**src/rtl/fts_pkg.sv**
```systemverilog
package fts_pkg;

    localparam int STATE_W = 3;
    localparam int IN_W    = 2;

    typedef enum logic [STATE_W-1:0] {
        ST_R  = 3'b000,
        ST_A  = 3'b001,
        ST_D  = 3'b010,
        ST_C  = 3'b011,
        ST_U4 = 3'b100,
        ST_B  = 3'b101,
        ST_U6 = 3'b110,
        ST_U7 = 3'b111
    } fts_code_e;

    typedef struct packed {
        fts_code_e          state;
        logic [IN_W-1:0]    xy_prev;
        logic               xy_valid;
        logic               stable;
        logic               illegal;
        logic               dcare;
    } fts_regs_t;

endpackage

```
**src/rtl/fts_hop_table.sv**
```systemverilog
module fts_hop_table
    import fts_pkg::*;
(
    input  fts_code_e          state_i,
    input  logic [IN_W-1:0]    xy_i,
    output fts_code_e          next_o,
    output logic               dc_o
);

    always_comb begin
        next_o = state_i;
        dc_o   = 1'b0;
        unique case (state_i)
            ST_R: begin
                case (xy_i)
                    2'b01:   next_o = ST_A;
                    2'b10:   next_o = ST_A;   // transient step on the way to B
                    default: next_o = ST_R;
                endcase
            end
            ST_A: begin
                case (xy_i)
                    2'b10:   next_o = ST_B;
                    2'b11:   next_o = ST_R;
                    default: next_o = ST_A;
                endcase
            end
            ST_B: begin
                case (xy_i)
                    2'b00:   next_o = ST_A;
                    2'b10:   next_o = ST_B;
                    default: dc_o   = 1'b1;
                endcase
            end
            ST_C: begin
                case (xy_i)
                    2'b00:   next_o = ST_A;
                    2'b01:   next_o = ST_C;
                    2'b11:   next_o = ST_D;
                    default: dc_o   = 1'b1;
                endcase
            end
            ST_D: begin
                case (xy_i)
                    2'b01:   next_o = ST_C;
                    2'b11:   next_o = ST_R;
                    default: next_o = ST_D;
                endcase
            end
            // unused codes step one bit toward a legal neighbour
            ST_U4:   next_o = ST_R;
            ST_U6:   next_o = ST_D;
            ST_U7:   next_o = ST_C;
            default: next_o = ST_R;
        endcase
    end

endmodule

```
**src/rtl/fts_pair_watch.sv**
```systemverilog
module fts_pair_watch
    import fts_pkg::*;
(
    input  logic [IN_W-1:0] prev_i,
    input  logic [IN_W-1:0] cur_i,
    input  logic            valid_i,
    output logic            double_o
);

    logic [IN_W-1:0] diff;

    always_comb begin
        diff     = prev_i ^ cur_i;
        double_o = valid_i && (diff == {IN_W{1'b1}});
    end

endmodule

```
**src/rtl/fts_sequencer.sv**
```systemverilog
module fts_sequencer
    import fts_pkg::*;
#(
    parameter logic [2:0] RESET_CODE = 3'b000
) (
    input  logic       clk,
    input  logic       rst,
    input  logic       in_x,
    input  logic       in_y,
    output logic [2:0] state_code,
    output logic       stable,
    output logic       illegal_input,
    output logic       dont_care
);

    fts_regs_t       regs_d, regs_q;
    fts_code_e       hop_next;
    logic            hop_dc;
    logic            pair_double;
    logic [IN_W-1:0] xy;

    assign xy = {in_x, in_y};

    fts_hop_table u_table (
        .state_i (regs_q.state),
        .xy_i    (xy),
        .next_o  (hop_next),
        .dc_o    (hop_dc)
    );

    fts_pair_watch u_watch (
        .prev_i   (regs_q.xy_prev),
        .cur_i    (xy),
        .valid_i  (regs_q.xy_valid),
        .double_o (pair_double)
    );

    always_comb begin
        regs_d          = regs_q;
        regs_d.state    = hop_next;
        regs_d.stable   = (hop_next == regs_q.state) && !hop_dc;
        regs_d.dcare    = hop_dc;
        regs_d.illegal  = pair_double;
        regs_d.xy_prev  = xy;
        regs_d.xy_valid = 1'b1;
    end

    always_ff @(posedge clk) begin
        if (rst) begin
            regs_q.state    <= fts_code_e'(RESET_CODE);
            regs_q.xy_prev  <= '0;
            regs_q.xy_valid <= 1'b0;
            regs_q.stable   <= 1'b0;
            regs_q.illegal  <= 1'b0;
            regs_q.dcare    <= 1'b0;
        end else begin
            regs_q <= regs_d;
        end
    end

    assign state_code    = regs_q.state;
    assign stable        = regs_q.stable;
    assign illegal_input = regs_q.illegal;
    assign dont_care     = regs_q.dcare;

endmodule

```
**config.mk**
```make
export PLATFORM = sky130hd
export DESIGN_NAME = fts_sequencer
export DESIGN_NICKNAME = d
export VERILOG_FILES = /design/src/rtl/fts_pkg.sv /design/src/rtl/fts_hop_table.sv /design/src/rtl/fts_pair_watch.sv /design/src/rtl/fts_sequencer.sv
export SDC_FILE = /design/constraint.sdc
export NUM_CORES = 1
export LEC_CHECK = 0
export BUFFER_PORTS_ARGS = -buffer_cell sky130_fd_sc_hd__buf_2
export CAP_MARGIN = 20
export CORE_AREA = 2 2 39 41
export DETAILED_ROUTE_END_ITERATION = 12
export DIE_AREA = 0 0 41 43
export PLACE_DENSITY = 0.66
export REMOVE_ABC_BUFFERS = 1
export SLEW_MARGIN = 40
export SYNTH_ARGS = -nofsm -noshare
export SYNTH_HDL_FRONTEND = slang
export SYNTH_SLANG_ARGS = --single-unit
```
**constraint.sdc**
```tcl
create_clock -name clk -period 3.94 [get_ports clk]
set_clock_uncertainty 0.15 [all_clocks]
set_input_delay 0.197 -clock clk [delete_from_list [all_inputs] [get_ports clk]]
set_output_delay 0.197 -clock clk [all_outputs]
set_load 0.01 [all_outputs]
```
Word-level counts from Yosys, hierarchy flattened
Index checks and enable logic that the tools add are counted. Widths: inputs -> output; s select.

Register bits after elaboration: 9. Logic and storage cells: 37.

Eq/ne operators: 12. Multiplexer cells: 10. Reduce and logical (&&, ||, !) cells: 8. Bitwise operators: 1.

Operator list (count): $pmux 3 s8 (1); $eq 3x3->1 const B (4); $pmux 3 s2 (2); $pmux 3 s3 (1); $eq 2x2->1 const B (3); $eq 3x2->1 const B (2); $mux 4 (1); $pmux 2 s2 (1); $reduce_or 2->1 (2); $eq 3x1->1 const B (1); $eq 3x3->1 (1); $logic_not 3->1 (1); $mux 1 (3); $reduce_or 3->1 (1); $eq 2x1->1 const B (1); $logic_and 1x1->1 (2); $logic_not 2->1 (1); $pmux 1 s2 (1); $xor 2x2->2 (1); $logic_not 1->1 (1).

Depth between registers and ports, before layout
Gate-level depths: netlist (run 1).

Depth in word-level cells: 7. Depth in mapped cells: 6. Gate-level depth less buffers: 6.

Cells and area by module
From an unflattened synthesis (run 1), not the netlist that was laid out.

Cell total of the unflattened synthesis: 52. Area, all modules: 504.2 µm².

By module, submodules not included: fts_sequencer (sequential area each 180.2 µm², cells an instance 25, area an instance 306.5 µm², times used 1); fts_hop_table (sequential area each 0.0 µm², cells an instance 24, area an instance 173.9 µm², times used 1); fts_pair_watch (sequential area each 0.0 µm², cells an instance 3, area an instance 23.8 µm², times used 1).

Worst setup path before layout (run 1)
No wires, ideal clock.

Kind: input port to flip-flop. Start point: input port in_x. End point: register stable (netlist name). Required time: 3663 ps. Setup slack: 2598 ps. Arrival time: 1065 ps. Path buffers: 0. Cell stages on the path: 6. Path through: inv_1 > ha_1 > nor3_1 > o22ai_1 > a211oi_1 > nor4b_2.

Longest elaborated chain between the ends: 6. Elaborated cells on any way between the ends: 19. Classes of those cells: eq/ne (4); mux (9); reduce/logical (6).

RTL lines: from (decl) (RTL line fts_sequencer.sv:8) `input logic in_x,`; $eq 2x2->1 (tied with other cells) (RTL line fts_hop_table.sv:15, fts_hop_table.sv:22, fts_hop_table.sv:29); $reduce_or 2->1 (no source line) / $reduce_or 3->1 (equally long branches); $mux 1 (on tied branches) (RTL line fts_hop_table.sv:15, fts_hop_table.sv:29, fts_hop_table.sv:36); $pmux 3 s8 / $pmux 1 s2 (equally long branches) (RTL line fts_hop_table.sv:13) `unique case (state_i)`; $eq 3x3->1 / $logic_not 1->1 (equally long branches) (RTL line fts_sequencer.sv:41) `regs_d.stable = (hop_next == regs_q.state) && !hop_dc;`; $logic_and 1x1->1 (*) (RTL line fts_sequencer.sv:41).

Every way passes the cells marked *; elsewhere a longest branch is shown, timed or not. A chain may end at the register's enable or synchronous reset.

Final worst setup path (run 1)
Start point: register regs_q[6], in the netlist state_code[0]. End point: register stable (netlist name).

Longest elaborated chain between the ends: 4. Elaborated cells on any way between the ends: 15. Classes of those cells: eq/ne (8); mux (4); reduce/logical (3).

RTL lines: from (decl) (RTL line fts_sequencer.sv:16) `fts_regs_t regs_d, regs_q;`; from (signal assigned) (RTL line fts_sequencer.sv:57) `regs_q <= regs_d;`; $pmux 3 s3 (tied with other cells) (RTL line fts_hop_table.sv:36) `case (xy_i)`; $pmux 3 s8 / $pmux 1 s2 (equally long branches) (RTL line fts_hop_table.sv:13); $eq 3x3->1 / $logic_not 1->1 (equally long branches) (RTL line fts_sequencer.sv:41); $logic_and 1x1->1 (*) (RTL line fts_sequencer.sv:41).

Marked as above.

==> impl_summary.txt, run 1 <==
----------------------------------------------------
[Floorplanning]
  Floorplan core area ... 1380 um^2
  # rows ... 14
  Number of placed I/O pins ... 10
  Overall die width ... 41 um
  Total die area ... 1760 um^2
  DIE HEIGHT ... 43 um
  Initial standard-cell utilization of the core ... 37.1%

[Synth]
  Average footprint of a synthesized cell ... 9.33 um^2
  Most repeated cell in the gate-level netlist after synthesis ... sky130_fd_sc_hd__dfxtp_1
  Mapped Cells ... 55
  Portion of synthesized cell area occupied by the leading cell type ... 35.1%
  Fraction of the yosys area taken by sequential cells ... 35.1%
  Number of synthesis warnings ... 0
  Number of enable-type register cells in the synthesized netlist ... 0
  Number of register bits inferred by synthesis ... 9
  Post-Synthesis Cell Area ... 513 um^2
  Distinct cell type count of the synthesized netlist ... 29
  Top post-synthesis cells by area ... sky130_fd_sc_hd__dfxtp_1 (35%), sky130_fd_sc_hd__ha_1 (12%), sky130_fd_sc_hd__buf_4 (5.9%)
  Post-synthesis cell type with the largest combined area ... sky130_fd_sc_hd__dfxtp_1
  Primary FF master, synth ... sky130_fd_sc_hd__dfxtp_1
  Top post-synthesis cells by count ... sky130_fd_sc_hd__dfxtp_1 (9), sky130_fd_sc_hd__ha_1 (5), sky130_fd_sc_hd__nor2_1 (5)
  Async SR Flop Fraction ... 0%

[CTS]
  H-tree Lvls ... 1
  Cell chosen for the clock root ... sky130_fd_sc_hd__clkbuf_4
  TritonCTS clock tree ... yes
  Hold_buf cts ... 0
  CTS clock-pin slew for the worst setup and hold paths ... 60 ps
  Postcts setup bufs ... 0
  Clk sink count ... 9
  Post-cts resize count ... 0
  Number of buffers on the longest clock path ... 2
  Clk_lat worst skew ... 250 ps
  CTS Buf Count ... 3

[Worst setup path]
  Crit path DAT ... 1440 ps
  Capturing element type of the critical path ... register
  Critical path start-end classification ... reg2reg
  Launching element type of the critical path ... register
  Worst Path Required ... 3920 ps
  Highest fanout seen on the critical path ... 10

[Place]
  Total cell area at the placement stage ... 537 um^2
  Pre-CTS worst setup slack ... 2270 ps
  Gpl congestion ... 0.653
  Total instance count after detailed placement ... 75
  Number of buffers inserted by port buffering ... 9
  Post-DP HPWL ... 681 um

[STA]
  Max-Slew Margin vs Limit ... 77.6%
  Period minus WS final ... 1460 ps
  Post-layout worst setup margin ... 2480 ps
  Hold violation total from the final report ... 0
  Fraction of the cycle the final worst path needs ... 37.0%
  Final Setup Violations ... 0
  RSZ-0062 raised after global routing ... false
  Total negative setup slack ... 0 ps
  Tightest Pin Transition ... 327 ps
  Top achievable clock speed ... 686 MHz
  Final Max Tran Viols ... 0

[Finish]
  Final instance area ... 563 um^2
  Nets ... 73
  Post-route non-filler standard cell count ... 79
  Syn-to-layout area delta ... 9.76%
  Diodes inserted ... 0
  Share of post-route cells with drive strength above 1 ... 25.4%

[Routing]
  Antenna-violating nets left ... 0
  Drt total wl ... 856 um
  Iter 0 DRT Violations ... 7
  DRC violation count after routing ... 0
  Average vias per placed instance ... 5.04
  Detailed Routing Iterations Pass 1 ... 4
  Number of vias in the routed layout ... 398
  Per-cell routed wire length ... 10.8 um

[Pwr]
  Net switching fraction of the power ... 25.9%
  Part of the total power dissipated in sequential elements ... 50.0%
  Pint ... 149 uW
  Peak supply drop ... 0.000232 V
  PwrDens ... 357 nW/um^2
  Leakage power of the design ... 0.276 nW
  Combinational group share of total power ... 15.5%
  Clock Power Share ... 34.5%
  Total power ... 201 uW
  Switching component of the power ... 52.1 uW

[Status]
  Outcome ... finished clean

[Global routing]
  Overall Global Routing Usage ... 11.7%
  GRT Residual Overflow ... 0
  Via count of the first global-routing pass ... 317
  Maximum number of pins on one net before global-route repair ... 12
  First-pass GRT wire length ... 1.37 mm
  Initial antenna violation count ... 0

[Flow run]
  Count of max-cap constraint violations ... 0

[Hold path]
  Type of the most critical hold path ... in2reg

----------------------------------------------------
## cell type report
| cell class | instances | area [um^2] |
|---|---|---|
| clock buffer | 4 | 26.3 |
| fill | 140 | 821 |
| inverter | 5 | 18.8 |
| multi-input combinational | 36 | 273 |
| sequential | 9 | 180 |
| tap | 16 | 20.0 |
| timing repair buffer | 9 | 45.0 |
## critical path, stage by stage, from the launching register on
cell and delay, ps:
sky130_fd_sc_hd__dfxtp_1 510, sky130_fd_sc_hd__nor4b_1 280, sky130_fd_sc_hd__a21oi_1 100, sky130_fd_sc_hd__a31oi_1 240, sky130_fd_sc_hd__nor4b_2 70
## cell families after synthesis
family | Yosys count | share of synthesized area [%]
xor+xnor | 2 | 3.42
fa+ha+maj | 5 | 12.2
buf+inv | 10 | 11.7
flops | 9 | 35.1
simple gates | 18 | 22.2
compound gates | 11 | 15.4
## through the flow
stage / hold slack (ps) / util [%]
global route: 53.2 / 40.7
global placement: 312 / 38.8
finish: 61.9 / 40.7
floorplan: 114 / -
detailed placement: 312 / 38.8
CTS: 49.5 / 40.7
## power groups by stage
stage	combinational (mW)	clock, mW	sequential (mW)
6_report	0.0311	0.0693	0.101
5_1_grt	0.0352	0.0793	0.102
4_1_cts	0.0314	0.0728	0.100
3_5_place_dp	0.0314	0	0.102
3_3_place_gp	0.0310	0	0.102
2_1_floorplan	0.0191	0	0.103
## registers in the layout (all words and copies together) (netlist names)
register,cells
illegal_input,1
state_code,3
dont_care,1
regs_q,3
stable,1
## layout by cell type, fill, tap and decap left out, drive strengths merged
cell type,netlist,final
dfxtp,9,9
buf,5,9
nor2,5,5
ha,5,5
inv,5,5
clkbuf,0,4
nand2b,2,2
a31oi,2,2
xor2,2,2
nand2,2,2
nor4b,2,2
nor3,2,2
a21oi,1,1
o211a,1,1
a2111oi,1,1
o22ai,1,1
and2,1,1
nor2b,1,1
a211oi,1,1
a211o,1,1
o31ai,1,1
and3,1,1
nor4,1,1
o21ai,1,1
and4,1,1
o211ai,1,1
## path summary, 6_finish.rpt
| path | cells past startpoint | start | slack, ps | to |
|---|---|---|---|---|
| setup reg to reg | 4 | state_code[0] | 2480 | stable |
| hold / removal | 2 | rst | 60 | regs_q[4] |
| hold reg to reg | 1 | regs_q[3] | 320 | illegal_input |
| setup / recovery | 4 | state_code[0] | 2480 | stable |
## routing by layer
| layer | track usage [%] | up-vias | share of wire, % |
|---|---|---|---|
| met2 | 13.8 | 17 | 44 |
| met3 | 9.42 | 0 | 9.2 |
| li1 | - | 204 | - |
| met5 | 0 | - | 0 |
| met4 | 0 | 0 | 0 |
| met1 | 17.5 | 177 | 47 |
(Power assumes the default switching activity.)
==> run 2: changes to the inputs <==
- clock period: 3.94 -> 1.4 ns (I/O delays scaled with it)
==> impl_summary.txt, run 2 (synthesized netlist as in run 1, its figures left out) <==
----------------------------------------------------
[Worst setup path]
  Largest stage delay on the critical path ... 330 ps (-180 ps)
  Worst reg-to-reg setup slack ... 100 ps (-2380 ps)
  Slowest cell on crit path ... sky130_fd_sc_hd__dfxtp_1
  Worst Path Required ... 1420 ps (-2500 ps)
  Chain of cells forming the critical path ... buf_4 -> a211o_1 -> o31ai_1 -> a31oi_1 -> nor4b_2
  Capturing element type of the critical path ... register
  Crit path DAT ... 1320 ps (-120 ps)
  FF-to-FF Start ... state_code[2]
  Capture instance of the worst register-to-register path ... stable
  Critical path start-end classification ... reg2reg
  Highest fanout seen on the critical path ... 7 (-3)
  Worst setup path endpoint ... stable
  Number of cell instances on the worst register-to-register path ... 5 (+1)
  Launching element type of the critical path ... register
  Launching instance or port of the critical path ... state_code[2]

[Pwr]
  Total power ... 588 uW (+190%)
  Peak supply drop ... 0.000545 V (+140%)
  PwrDens ... 908 nW/um^2 (+150%)
  Leakage power of the design ... 0.320 nW (+16%)

[STA]
  Period minus WS final ... 1300 ps (-159 ps)
  Final Setup Violations ... 0 (unchanged)
  Tightest Pin Transition ... 319 ps (-8.25 ps)
  Final Max Tran Viols ... 0 (unchanged)
  Minimum hold slack ... 87.3 ps (+25.4 ps)
  Top achievable clock speed ... 770 MHz (+12%)
  Hold violation total from the final report ... 0 (unchanged)
  Max-Slew Margin vs Limit ... 78.2% (+0.56 points)
  RSZ-0062 raised after global routing ... false
  Fraction of the cycle the final worst path needs ... 92.7% (+56 points)

[Place]
  Total instance count after detailed placement ... 81 (+8.0%)
  Number of buffers inserted by port buffering ... 9 (unchanged)
  Total cell area at the placement stage ... 582 um^2 (+8.4%)
  Gpl congestion ... 0.740 (+13%)

[Global routing]
  Via count of the first global-routing pass ... 350 (+10%)
  Maximum number of pins on one net before global-route repair ... 12 (unchanged)
  GRT Residual Overflow ... 0 (unchanged)
  Overall Global Routing Usage ... 12.6% (+0.93 points)
  First-pass GRT wire length ... 1.44 mm (+5.1%)
  Initial antenna violation count ... 0 (unchanged)

[CTS]
  Postcts setup bufs ... 0 (unchanged)
  TritonCTS clock tree ... yes
  Cell chosen for the clock root ... sky130_fd_sc_hd__clkbuf_4
  CTS Buf Count ... 3 (unchanged)
  H-tree Lvls ... 1 (unchanged)
  Clk_lat worst skew ... 260 ps (about the same)
  Number of buffers on the longest clock path ... 2 (unchanged)
  Clk sink count ... 9 (unchanged)
  CTS clock-pin slew for the worst setup and hold paths ... 60 ps (about the same)

[Floorplanning]
  # rows ... 14 (unchanged)
  Floorplan core area ... 1380 um^2 (unchanged)
  DIE HEIGHT ... 43 um (unchanged)
  Initial standard-cell utilization of the core ... 37.1% (unchanged)
  Overall die width ... 41 um (unchanged)
  Total die area ... 1760 um^2 (unchanged)
  Number of placed I/O pins ... 10 (unchanged)

[Finish]
  Diodes inserted ... 0 (unchanged)
  Leading cell type in the layout, fill and taps excluded ... sky130_fd_sc_hd__buf_2
  Final core area utilization ... 46.7% (+6.1 points)
  Final instance area ... 647 um^2 (+15%)
  Share of post-route cells with drive strength above 1 ... 38.0% (+13 points)
  Syn-to-layout area delta ... 26.1%
  Fill cell instance count of the final layout ... 137 (-2.1%)
  Leading cell types in the layout, fill and taps excluded ... sky130_fd_sc_hd__buf_2 (9), sky130_fd_sc_hd__dfxtp_1 (7), sky130_fd_sc_hd__buf_4 (6), sky130_fd_sc_hd__nor2_1 (5), sky130_fd_sc_hd__ha_1 (5)
  Nets ... 81 (+11%)
  Post-route non-filler standard cell count ... 87 (+10%)

[Routing]
  Per-cell routed wire length ... 9.90 um (-8.7%)
  Antenna-violating nets left ... 0 (unchanged)
  Number of vias in the routed layout ... 417 (+4.8%)
  Average vias per placed instance ... 4.79 (-4.9%)
  Detailed Routing Iterations Pass 1 ... 6 (+2)
  DRC violation count after routing ... 0 (unchanged)
  Drt total wl ... 861 um (+0.58%)
  Iter 0 DRT Violations ... 8 (+1)

[Hold path]
  Type of the most critical hold path ... in2reg

[Flow run]
  Count of max-cap constraint violations ... 0 (unchanged)

[Status]
  Outcome ... finished clean

----------------------------------------------------
[run 2: metal layers]
layer / track usage (%) / up-vias / wire [um]
li1: - / 222 / -
met1: 16.9 / 183 / 411
met2: 16.3 / 12 / 392
met3: 7.85 / 0 / 56
met4: 4.00 / 0 / 0
met5: 0 / - / 0
[run 2: cell type report]
class                      instances  area (um^2)  share of cell area [%]
clock buffer                       3         22.5                    3.48
tap                               16         20.0                    3.09
sequential                         9          185                    28.6
timing repair buffer              17          110                    17.0
clock inverter                     1         5.00                   0.774
inverter                           5         18.8                    2.90
multi-input combinational         36          285                    44.1
[run 2: how the worst min path moves through the flow]
stage | start | to | slack (ps) | depth (start not counted)
detailed placement | rst | regs_q[4] | 200 | 2
global route | in_y | regs_q[4] | 120 | 4
finish | in_y | regs_q[4] | 90 | 4
floorplan | rst | regs_q[4] | -10 | 1
global placement | rst | regs_q[4] | 200 | 2
CTS | in_y | regs_q[4] | 80 | 4
[run 2: through the flow]
stage,setup slack (ps),TNS [ps]
floorplan,52.6,0
global placement,-58.7,-58.7
detailed placement,-89.9,-89.9
CTS,71.9,0
global route,0.907,0
finish,102,0
[run 2: power breakdown]
group | switching (mW) | internal (mW) | total [mW]
registers | 0.0110 | 0.269 | 0.280
clock network | 0.0924 | 0.105 | 0.198
logic | 0.0533 | 0.0567 | 0.110
total | 0.157 | 0.431 | 0.588
[run 2: what timing repair did]
item,4_1_cts,5_1_grt
resized for setup,2,3
endpoints found under the setup margin,1,1
cloned,0,0
endpoints found under the hold margin,7,0
hold buffers,2,0
[run 2: worst max-delay path: cells and delay by family, from the launching register on]
family	cells	cell delay, ps
AO/OA/AOI/OAI	3	370
buffers and inverters	1	160
flip-flops	1	330
AND/OR/NAND/NOR	1	210
==> run 3: changes to the inputs <==
- PLACE_DENSITY: 0.66 -> 0.65
- SYNTH_HIERARCHICAL: not set -> 1
==> impl_summary.txt, run 3 <==
----------------------------------------------------
[STA]
  Top achievable clock speed ... 689 MHz (-11%)
  Fraction of the cycle the final worst path needs ... 104% (+11 points)
  Tightest Pin Transition ... 256 ps (-63.0 ps)
  RSZ-0062 raised after global routing ... true
  Final Max Tran Viols ... 0 (unchanged)
  Period minus WS final ... 1450 ps (+153 ps)
  Hold violation total from the final report ... 0 (unchanged)
  Total negative setup slack ... -51.2 ps (-51.2 ps)
  Final Setup Violations ... 1 (+1)
  Minimum hold slack ... 30.3 ps (-57.1 ps)
  Post-layout worst setup margin ... -51.2 ps (-153 ps)
  Max-Slew Margin vs Limit ... 82.9% (+4.7 points)

[Synth]
  Portion of synthesized cell area occupied by the leading cell type ... 35.7% (+0.61 points)
  Post-synthesis cell type with the largest combined area ... sky130_fd_sc_hd__dfxtp_1
  Top post-synthesis cells by area ... sky130_fd_sc_hd__dfxtp_1 (36%), sky130_fd_sc_hd__ha_1 (12%), sky130_fd_sc_hd__and2b_2 (12%)
  Fraction of the yosys area taken by sequential cells ... 35.7% (+0.61 points)
  Mapped Cells ... 52 (-5.5%)
  Async SR Flop Fraction ... 0% (unchanged)
  Number of enable-type register cells in the synthesized netlist ... 0 (unchanged)
  Primary FF master, synth ... sky130_fd_sc_hd__dfxtp_1
  Number of register bits inferred by synthesis ... 9 (unchanged)
  Distinct cell type count of the synthesized netlist ... 19 (-34%)
  Number of synthesis warnings ... 6 (+6)
  Post-Synthesis Cell Area ... 504 um^2 (-1.7%)
  Most repeated cell in the gate-level netlist after synthesis ... sky130_fd_sc_hd__dfxtp_1
  Average footprint of a synthesized cell ... 9.70 um^2 (+4.0%)
  Top post-synthesis cells by count ... sky130_fd_sc_hd__dfxtp_1 (9), sky130_fd_sc_hd__and2b_2 (7), sky130_fd_sc_hd__ha_1 (5), sky130_fd_sc_hd__inv_1 (5), sky130_fd_sc_hd__nor2_1 (5)

[Global routing]
  Maximum number of pins on one net before global-route repair ... 10 (-2)
  First-pass GRT wire length ... 1.77 mm (+23%)
  Overall Global Routing Usage ... 15.6% (+3.0 points)
  Via count of the first global-routing pass ... 459 (+31%)
  GRT Residual Overflow ... 0 (unchanged)
  Initial antenna violation count ... 0 (unchanged)

[Floorplanning]
  Overall die width ... 41 um (unchanged)
  # rows ... 14 (unchanged)
  Initial standard-cell utilization of the core ... 36.4% (-0.63 points)
  Total die area ... 1760 um^2 (unchanged)
  Number of placed I/O pins ... 10 (unchanged)
  Floorplan core area ... 1380 um^2 (unchanged)
  DIE HEIGHT ... 43 um (unchanged)

[Hold path]
  Type of the most critical hold path ... in2reg
  Startpoint of the tightest hold check path ... rst

[Worst setup path]
  Highest fanout seen on the critical path ... 3 (-4)
  Critical path start-end classification ... reg2reg
  Launching instance or port of the critical path ... state_code[0]
  Launching element type of the critical path ... register
  Crit path DAT ... 1510 ps (+190 ps)
  Capturing element type of the critical path ... register
  Worst reg-to-reg setup slack ... -50 ps (-150 ps)
  Worst Path Required ... 1460 ps (+40 ps)
  FF-to-FF Start ... state_code[0]

[CTS]
  CTS clock-pin slew for the worst setup and hold paths ... 60 ps (about the same)
  Clk sink count ... 9 (unchanged)
  Number of buffers on the longest clock path ... 2 (unchanged)
  Clk_lat worst skew ... 260 ps (about the same)
  CTS Buf Count ... 3 (unchanged)
  H-tree Lvls ... 1 (unchanged)
  Cell chosen for the clock root ... sky130_fd_sc_hd__clkbuf_4
  TritonCTS clock tree ... yes

[Place]
  Post-DP HPWL ... 721 um
  Pre-CTS worst setup slack ... -260 ps (-170 ps)
  Total cell area at the placement stage ... 622 um^2 (+6.9%)
  Gpl congestion ... 0.856 (+16%)
  Number of buffers inserted by port buffering ... 9 (unchanged)
  Total instance count after detailed placement ... 84 (+3.7%)

[Pwr]
  Switching component of the power ... 170 uW (+8.4%)
  Combinational group share of total power ... 22.6% (+3.9 points)
  Pint ... 452 uW (+4.8%)
  Peak supply drop ... 0.000331 V (-39%)
  Total power ... 621 uW (+5.8%)
  Part of the total power dissipated in sequential elements ... 44.3% (-3.3 points)
  PwrDens ... 795 nW/um^2 (-13%)
  Clock Power Share ... 33.1% (-0.6 points)
  Net switching fraction of the power ... 27.3% (+0.66 points)
  Leakage power of the design ... 0.377 nW (+18%)

[Finish]
  Nets ... 88 (+8.6%)
  Share of post-route cells with drive strength above 1 ... 59.0% (+21 points)
  Syn-to-layout area delta ... 55.1%
  Final core area utilization ... 56.5% (+9.8 points)
  Post-route non-filler standard cell count ... 94 (+8.0%)
  Final instance area ... 782 um^2 (+21%)
  Diodes inserted ... 0 (unchanged)
  Leading cell type in the layout, fill and taps excluded ... sky130_fd_sc_hd__buf_4
  Leading cell types in the layout, fill and taps excluded ... sky130_fd_sc_hd__buf_4 (12), sky130_fd_sc_hd__buf_2 (9), sky130_fd_sc_hd__and2b_2 (7), sky130_fd_sc_hd__dfxtp_1 (7)

[Routing]
  Iter 0 DRT Violations ... 5 (-3)
  Drt total wl ... 1.18 mm (+37%)
  Number of vias in the routed layout ... 469 (+12%)
  Average vias per placed instance ... 4.99 (+4.1%)
  Per-cell routed wire length ... 12.6 um (+27%)
  DRC violation count after routing ... 0 (unchanged)
  Antenna-violating nets left ... 0 (unchanged)
  Detailed Routing Iterations Pass 1 ... 4 (-2)

[Status]
  Outcome ... finished with violations
  Violations in the final reports ... negative setup slack

[Flow run]
  Count of max-cap constraint violations ... 0 (unchanged)

----------------------------------------------------
==> run 3: cell count changes after synthesis, moves of 2 or more <==
cell,change
sky130_fd_sc_hd__xnor2_1,+3
sky130_fd_sc_hd__nand2_1,-2
sky130_fd_sc_hd__nand2b_1,-2
sky130_fd_sc_hd__and2b_2,+7
==> run 3: final cells by class <==
class,instances,area (um^2)
Inverter,5,18.8
Clock buffer,4,26.3
Sequential cell,9,188
Fill cell,111,602
Multi-Input combinational cell,35,350
Timing Repair Buffer,25,179
Tap cell,16,20.0
==> run 3: cell families after synthesis <==
| group | Yosys count | synth area share (%) |
|---|---|---|
| AO/OA/AOI/OAI | 6 | 8.93 |
| buffers and inverters | 8 | 8.19 |
| AND/OR/NAND/NOR | 19 | 26.1 |
| flip-flops | 9 | 35.7 |
| adder cells (fa/ha/maj) | 5 | 12.4 |
| XOR/XNOR | 5 | 8.69 |
==> run 3: final timing paths <==
kind | depth (start not counted) | to
worst max-delay path | 5 | stable
worst max register to register | 5 | stable
worst min-delay path | 2 | regs_q[5]
worst min register to register | 2 | illegal_input
==> run 3: layer usage <==
layer  share of wire, %  vias up  GRT usage, %
met3                2.6        6          2.09
met1                 41      223          16.1
met5                  0        -             0
met2                 52       14          21.9
met4                4.5        0          20.7
li1                   -      226             -
==> run 3: power by group through the flow <==
stage | Combinational (mW) | Clock, mW | Sequential, mW
finish | 0.141 | 0.206 | 0.275
global route | 0.155 | 0.222 | 0.277
CTS | 0.123 | 0.210 | 0.276
detailed placement | 0.112 | 0 | 0.283
global placement | 0.109 | 0 | 0.283
floorplan | 0.0559 | 0 | 0.291
==> run 3: repair_timing <==
action                     4_1_cts  5_1_grt
hold endpoints to repair         1        0
pin swaps                        4        3
resized for setup                9       10
setup endpoints to repair        1        2
hold buffers                     1        0
setup buffers                    1        4
==> run 3: critical path, cell delays in order (launching register included) <==
cell	delay, ps
sky130_fd_sc_hd__dfxtp_1	370
sky130_fd_sc_hd__nor4b_2	230
sky130_fd_sc_hd__a21oi_1	90
sky130_fd_sc_hd__o21a_1	190
sky130_fd_sc_hd__xnor2_1	160
sky130_fd_sc_hd__and4_1	190
